==> src/rtl/chop_pkg.sv <==
// Shared types for the bridge chopper: sequencer phases and per-leg drive pair.
package chop_pkg;
    typedef enum logic [1:0] {
        PH_HALT = 2'd0,
        PH_ON   = 2'd1,
        PH_FAST = 2'd2,
        PH_SLOW = 2'd3
    } chop_ph_e;

    typedef struct packed {
        logic hi;
        logic lo;
    } leg_drv_t;
endpackage

==> src/rtl/chop_sequencer.sv <==
// Phase sequencer: on-phase with comparator blanking, then a fixed off-time
// split into an optional fast portion and a slow portion.
// Assumes: sense_trip and zero_cur already synchronous to clk, FAST_NUM < FAST_DEN,
// BLANK_CYC >= 1, OFF_CYC >= 2.
module chop_sequencer
    import chop_pkg::*;
#(
    parameter int OFF_CYC   = 6000,
    parameter int BLANK_CYC = 200,
    parameter int FAST_NUM  = 5,
    parameter int FAST_DEN  = 16
) (
    input  logic     clk,
    input  logic     rst_n,
    input  logic     kill,
    input  logic     sense_trip,
    input  logic     zero_cur,
    input  logic     dir_pos,
    input  logic     decay_mixed,
    output chop_ph_e ph_o,
    output logic     pol_o,
    output logic     zc_o
);
    localparam int FAST_CYC = (OFF_CYC * FAST_NUM) / FAST_DEN;
    localparam int CMAX     = (OFF_CYC > BLANK_CYC) ? OFF_CYC : BLANK_CYC;
    localparam int CW       = $clog2(CMAX + 1);
    localparam logic [CW-1:0] BLANK_V   = CW'(BLANK_CYC);
    localparam logic [CW-1:0] OFF_LAST  = CW'(OFF_CYC - 1);
    localparam logic [CW-1:0] FAST_LAST = CW'((FAST_CYC > 0) ? FAST_CYC - 1 : 0);
    localparam bit HAS_FAST = (FAST_CYC > 0);

    chop_ph_e        ph_q;
    logic [CW-1:0]   cnt_q;
    logic            pol_q;
    logic            mix_q;
    logic            zc_q;

    // Advance the phase machine and its shared cycle counter.
    always_ff @(posedge clk) begin
        if (!rst_n) begin
            ph_q  <= PH_HALT;
            cnt_q <= '0;
            pol_q <= 1'b0;
            mix_q <= 1'b0;
            zc_q  <= 1'b0;
        end else if (kill) begin
            ph_q  <= PH_HALT;
            cnt_q <= '0;
            zc_q  <= 1'b0;
        end else begin
            case (ph_q)
                PH_HALT: begin
                    ph_q  <= PH_ON;
                    cnt_q <= '0;
                    pol_q <= dir_pos;
                    mix_q <= decay_mixed;
                    zc_q  <= 1'b0;
                end
                PH_ON: begin
                    if (cnt_q != BLANK_V) begin
                        cnt_q <= cnt_q + 1'b1;
                    end else if (sense_trip) begin
                        ph_q  <= (mix_q && HAS_FAST) ? PH_FAST : PH_SLOW;
                        cnt_q <= '0;
                    end
                end
                PH_FAST: begin
                    cnt_q <= cnt_q + 1'b1;
                    zc_q  <= zc_q | zero_cur;
                    if (cnt_q == FAST_LAST) ph_q <= PH_SLOW;
                end
                PH_SLOW: begin
                    if (cnt_q == OFF_LAST) begin
                        ph_q  <= PH_ON;
                        cnt_q <= '0;
                        pol_q <= dir_pos;
                        mix_q <= decay_mixed;
                        zc_q  <= 1'b0;
                    end else begin
                        cnt_q <= cnt_q + 1'b1;
                        zc_q  <= zc_q | zero_cur;
                    end
                end
                default: ph_q <= PH_HALT;
            endcase
        end
    end

    assign ph_o  = ph_q;
    assign pol_o = pol_q;
    assign zc_o  = zc_q;

    // the slow portion hands back to an on-phase only after the full off-time.
    p_off_len_r3: assert property (@(posedge clk) disable iff (!rst_n)
        (ph_q == PH_ON && $past(ph_q) == PH_SLOW) |-> ($past(cnt_q) == OFF_LAST));

    // no exit from the on-phase while blanking is running.
    p_blank_hold_r4: assert property (@(posedge clk) disable iff (!rst_n)
        (ph_q == PH_ON && cnt_q != BLANK_V && !kill) |=> (ph_q == PH_ON));

    // fast portion length.
    p_fast_len_r6: assert property (@(posedge clk) disable iff (!rst_n)
        (ph_q == PH_SLOW && $past(ph_q) == PH_FAST) |-> ($past(cnt_q) == FAST_LAST));

    // direction and decay style frozen inside the off-time.
    p_pol_hold_r10: assert property (@(posedge clk) disable iff (!rst_n)
        ((ph_q == PH_FAST || ph_q == PH_SLOW) &&
         ($past(ph_q) == PH_FAST || $past(ph_q) == PH_SLOW))
        |-> ($stable(pol_q) && $stable(mix_q)));
endmodule

==> src/rtl/chop_pattern.sv <==
// Gate target map: converts phase, latched direction and zero-current flag into
// the wanted drive of each leg. Purely combinational; leg index 0 = A, 1 = B.
module chop_pattern
    import chop_pkg::*;
(
    input  chop_ph_e       ph_i,
    input  logic           pol_i,
    input  logic           zc_i,
    output leg_drv_t [1:0] tgt_o
);
    leg_drv_t src, snk;

    // Select source/sink leg drive for the current phase.
    always_comb begin
        src = '0;
        snk = '0;
        case (ph_i)
            PH_ON: begin
                src.hi = 1'b1;
                snk.lo = 1'b1;
            end
            PH_FAST: begin
                snk.hi = ~zc_i;
                src.lo = ~zc_i;
            end
            PH_SLOW: begin
                snk.lo = 1'b1;
                src.lo = ~zc_i;
            end
            default: ;
        endcase
    end

    // Place source and sink onto legs A and B by direction.
    always_comb begin
        tgt_o[0] = pol_i ? src : snk;
        tgt_o[1] = pol_i ? snk : src;
    end
endmodule

==> src/rtl/chop_dead_guard.sv <==
// Crossover guard for one leg: follows the wanted drive, but a FET switches on
// only after both FETs of the leg have been off for DEAD_CYC+1 cycles.
// Turn-off is immediate. Assumes DEAD_CYC >= 1 and the target never asks for both.
module chop_dead_guard
    import chop_pkg::*;
#(
    parameter int DEAD_CYC = 95
) (
    input  logic     clk,
    input  logic     rst_n,
    input  logic     kill,
    input  leg_drv_t tgt_i,
    output leg_drv_t act_o
);
    localparam int DW = $clog2(DEAD_CYC + 1);
    localparam logic [DW-1:0] DEAD_V = DW'(DEAD_CYC);

    leg_drv_t      act_q;
    logic [DW-1:0] quiet_q;
    logic          ready;

    assign ready = (quiet_q == DEAD_V);

    // Count idle cycles of the leg, saturating at the dead time.
    always_ff @(posedge clk) begin
        if (!rst_n)                   quiet_q <= '0;
        else if (act_q.hi | act_q.lo) quiet_q <= '0;
        else if (!ready)              quiet_q <= quiet_q + 1'b1;
    end

    // Update the leg drive: hold, drop, or switch on once the leg is quiet.
    always_ff @(posedge clk) begin
        if (!rst_n || kill) begin
            act_q <= '0;
        end else begin
            act_q.hi <= tgt_i.hi & (act_q.hi | (~act_q.lo & ready));
            act_q.lo <= tgt_i.lo & (act_q.lo | (~act_q.hi & ready));
        end
    end

    assign act_o = act_q;

    // a rising FET had its partner off on the two preceding cycles.
    p_dead_gap_hi_r8: assert property (@(posedge clk) disable iff (!rst_n)
        $rose(act_q.hi) |-> (!$past(act_q.lo) && !$past(act_q.lo, 2)));
    p_dead_gap_lo_r8: assert property (@(posedge clk) disable iff (!rst_n)
        $rose(act_q.lo) |-> (!$past(act_q.hi) && !$past(act_q.hi, 2)));
endmodule

==> src/rtl/chop_bridge_ctrl.sv <==
// Top of the fixed off-time chopper for one H-bridge: sequencer, target map and
// one crossover guard per leg. Gates are masked combinationally by enable/fault.
// Assumes BLANK_CYC exceeds DEAD_CYC so blanking covers the delayed switching.
module chop_bridge_ctrl
    import chop_pkg::*;
#(
    parameter int OFF_CYC   = 6000,
    parameter int BLANK_CYC = 200,
    parameter int DEAD_CYC  = 95,
    parameter int FAST_NUM  = 5,
    parameter int FAST_DEN  = 16
) (
    input  logic clk,
    input  logic rst_n,
    input  logic drive_en,
    input  logic fault,
    input  logic sense_trip,
    input  logic zero_cur,
    input  logic dir_pos,
    input  logic decay_mixed,
    output logic gate_hi_a,
    output logic gate_lo_a,
    output logic gate_hi_b,
    output logic gate_lo_b
);
    logic           kill;
    chop_ph_e       ph;
    logic           pol;
    logic           zc;
    leg_drv_t [1:0] tgt;
    leg_drv_t [1:0] act;

    assign kill = ~drive_en | fault;

    chop_sequencer #(
        .OFF_CYC   (OFF_CYC),
        .BLANK_CYC (BLANK_CYC),
        .FAST_NUM  (FAST_NUM),
        .FAST_DEN  (FAST_DEN)
    ) u_seq (
        .clk         (clk),
        .rst_n       (rst_n),
        .kill        (kill),
        .sense_trip  (sense_trip),
        .zero_cur    (zero_cur),
        .dir_pos     (dir_pos),
        .decay_mixed (decay_mixed),
        .ph_o        (ph),
        .pol_o       (pol),
        .zc_o        (zc)
    );

    chop_pattern u_pat (
        .ph_i  (ph),
        .pol_i (pol),
        .zc_i  (zc),
        .tgt_o (tgt)
    );

    for (genvar g = 0; g < 2; g++) begin : g_leg
        chop_dead_guard #(.DEAD_CYC(DEAD_CYC)) u_guard (
            .clk   (clk),
            .rst_n (rst_n),
            .kill  (kill),
            .tgt_i (tgt[g]),
            .act_o (act[g])
        );
    end

    assign gate_hi_a = act[0].hi & ~kill;
    assign gate_lo_a = act[0].lo & ~kill;
    assign gate_hi_b = act[1].hi & ~kill;
    assign gate_lo_b = act[1].lo & ~kill;

    // no leg ever conducts through both FETs at the ports.
    p_no_shoot_r8: assert property (@(posedge clk) disable iff (!rst_n)
        !(gate_hi_a && gate_lo_a) && !(gate_hi_b && gate_lo_b));
endmodule

==> config.mk <==
export PLATFORM = sky130hd
export DESIGN_NAME = chop_bridge_ctrl
export DESIGN_NICKNAME = d
export VERILOG_FILES = /design/src/rtl/chop_pkg.sv /design/src/rtl/chop_sequencer.sv /design/src/rtl/chop_pattern.sv /design/src/rtl/chop_dead_guard.sv /design/src/rtl/chop_bridge_ctrl.sv
export SDC_FILE = /design/constraint.sdc
export NUM_CORES = 1
export LEC_CHECK = 0
export BUFFER_PORTS_ARGS = -buffer_cell sky130_fd_sc_hd__buf_4
export CORE_AREA = 4 4 67 57
export DETAILED_ROUTE_END_ITERATION = 16
export DIE_AREA = 0 0 71 61
export PLACE_DENSITY = 0.78
export REMOVE_ABC_BUFFERS = 1
export SLEW_MARGIN = 20
export SYNTH_ARGS = -nofsm -noshare
export SYNTH_HDL_FRONTEND = slang
export SYNTH_SLANG_ARGS = --single-unit
==> constraint.sdc <==
create_clock -name clk -period 4.4 [get_ports clk]
set_clock_uncertainty 0.05 [all_clocks]
set_input_delay 0.44 -clock clk [delete_from_list [all_inputs] [get_ports clk]]
set_output_delay 0.44 -clock clk [all_outputs]
set_load 0.005 [all_outputs]
==> summary.txt <==
Vias in the first global route -> 1433
Max IR drop VDD -> 0.2183 mV
Leak -> 0.7665 nW
Placeable Area -> 3063 um2
Design Power -> 0.6082 mW
Placed cells -> 256
PostCTS Resize Cnt -> 0
RSZ-0062 raised after global routing -> false
Fraction of layout cells with a size suffix above 1 -> 11.16%
Crit-path leading delay family -> simple AND/OR/NAND/NOR gates
Sequence of cells on the critical path -> inv_1 -> ha_1 -> or4b_1 -> or4_1 -> a21o_1 -> o21bai_4 -> nor3_2
Mapped Area -> 1836 um2
DR WL/cell -> 13.48 um
GRT Total Usage -> 17.92%
Worst Tran Pin Value -> 0.4231 ns
Vias per inst -> 5.583
CP required -> 4.57 ns
Hold_ws -> 0.3631 ns
Sequential element share of the synthesized area -> 39.26%
Synth cell types -> 45
Worst hold path class -> in -> reg
Syn Inst Count -> 208
Post-Layout Cell Count -> 264
Drc violations -> 0
DR vias -> 1474
Synthesis-stage register bit count -> 36
CTS Buf Count -> 5
Clock sink count -> 36
Post-CTS Setup Inserts -> 0
First-pass GRT wire length -> 6.161 mm
Commonest non-fill, non-tap cell in the layout -> dfxtp_1
Slew headroom -> 71.42%
Post-layout util -> 66.79%
Crit end category -> register
Final period utilization -> 57.67%
N_diodes -> 0
Setup violators final -> 0
Status -> complete, no violations
# rows -> 18
Crit Path Category -> reg -> reg
Max Slew Vio Count -> 0
Clk_lat worst skew -> 0.28 ns
Post-synth top area share -> 39.26%
Slowest stage cell, crit path -> or4_1
Avg Cell Area, Syn -> 8.825 um2
Buffer and inverter count on the worst path -> 1
Die Width -> 71 um
Power density cells -> 297.3 nW/um2
First DRT Iteration DRCs -> 84
Io pins -> 12
Initial core utilization -> 59.93%
Antenna violations before repair -> 0
Routed wire length -> 3.559 mm
Htree depth -> 2
Fmax -> 394.1 MHz
Synth area leader -> dfxtp_1
Max incr delay on CP -> 0.68 ns
Largest net degree at the start of global routing -> 11
IO buf count -> 11
Ys async rst share -> 0%
Post-synth EDFFs -> 0
Crit-path max FO -> 9
Final hold vios -> 0
Area Growth Syn to Fin -> 11.45%
Worst Path Arrival -> 2.70 ns
DP HPWL -> 2.682 mm
Yosys warns -> 0
Hold_buf cts -> 0
Die height -> 61 um
Die Area -> 4331 um2
Startpoint types -> register
Max_cap viols -> 0
Setup TNS -> 0 ns
First-pass iteration count of the detailed router -> 4
Max Buffers Root-to-Sink -> 2
RePlAce Congestion -> 0.9500
R2R Setup Slk -> 1.86 ns
GRT Residual Overflow -> 0
CTS root buffer -> clkbuf_8
Main area contributors after synthesis -> dfxtp_1 (39%), ha_1 (6.8%), nor2_1 (6.7%)
TritonCTS clock tree -> done
Main synth FF type -> dfxtp_1
Final worst path period need -> 2.537 ns
Final ANT Viol Nets -> 0
Commonest non-fill, non-tap cells in the layout -> dfxtp_1 (36), nor2_1 (33), nand2_1 (18)
Filler Cell Count -> 251
CTS clk-pin slew, worst paths -> 0.07 ns
Final #Nets -> 241
-- tightest hold or removal path: cells and delay by family --
family                 cells  cell delay, ns
muxes                      1            0.06
buffers and inverters      1            0.11
and+or+nand+nor            1            0.04
-- synth_stat cells, types with 2 or more instances --
cell / number
a21oi_1: 7
and2_1: 4
a211oi_1: 4
nand2b_1: 4
nor2b_1: 3
nor4_1: 4
or3_2: 2
ha_1: 10
o41ai_1: 2
dfxtp_1: 36
o31ai_1: 2
nand2_1: 18
nand4b_1: 3
nand3_1: 9
nor3_1: 4
inv_1: 7
mux2i_1: 6
nand3b_1: 3
xor2_1: 7
nor2_1: 33
xnor2_1: 12
o21ai_0: 3
and3_1: 3
-- metal layers --
layer  vias to the layer above  routed length [um]  global-route usage, %
met5                         -                   0                      0
met4                         0                  29                  4.826
met3                         6                 170                  5.132
met2                        32                1604                  29.46
met1                       679                1755                  23.48
li1                        757                   -                      -
-- worst paths after layout --
path,start,to,depth (start not counted)
setup / recovery,u_seq.cnt_q[0],u_seq.cnt_q[5],7
hold / removal,decay_mixed,u_seq.mix_q,3
setup reg to reg,u_seq.cnt_q[0],u_seq.cnt_q[5],7
hold reg to reg,u_seq.mix_q,u_seq.mix_q,2
-- cell type report --
| class | count | area [um2] | area share, % |
|---|---|---|---|
| multi-input cells | 162 | 1076 | 52.60 |
| well taps | 40 | 50.05 | 2.446 |
| flip-flops and latches | 36 | 720.7 | 35.23 |
| inverters | 7 | 26.28 | 1.284 |
| clock buffers | 8 | 90.09 | 4.404 |
| repair buffers | 11 | 82.58 | 4.037 |
-- power by group --
| group | total (mW) | leakage, nW | switching (mW) | internal, mW |
|---|---|---|---|---|
| combinational | 0.0323 | 0.429 | 0.0166 | 0.0157 |
| clock | 0.238 | 0.0455 | 0.111 | 0.128 |
| sequential | 0.338 | 0.292 | 0.00546 | 0.332 |
-- registers in the layout, summed over array words and instances, names as in the netlist --
| register | count |
|---|---|
| g_leg.u_guard.act_o | 4 |
| g_leg.u_guard.quiet_q | 14 |
| u_seq.pol_o | 1 |
| u_seq.cnt_q | 13 |
| u_seq.ph_o | 2 |
| u_seq.mix_q | 1 |
| u_seq.zc_o | 1 |
-- cells by family (layout without fill, tap and decap cells) --
| logic type | count (synthesis) | after routing | share of synthesized area [%] |
|---|---|---|---|
| and+or+nand+nor | 101 | 101 | 28.56 |
| DFF | 36 | 36 | 39.26 |
| AOI/OAI and AO/OA | 26 | 26 | 10.91 |
| xor gates and xnor gates | 19 | 19 | 9.066 |
| adders and majority gates | 10 | 10 | 6.817 |
| buffers and inverters | 10 | 26 | 2.113 |
| muxes | 6 | 6 | 3.272 |
-- metrics by stage --
| stage | setup slack (ns) | cell area, um2 |
|---|---|---|
| 2_1_floorplan | 2.077 | 1823 |
| 3_3_place_gp | 2.003 | 1956 |
| 3_5_place_dp | 1.889 | 1956 |
| 4_1_cts | 1.880 | 2046 |
| 5_1_grt | 1.777 | 2046 |
| 6_report | 1.863 | 2046 |
Power figures use the tool's default switching activity.
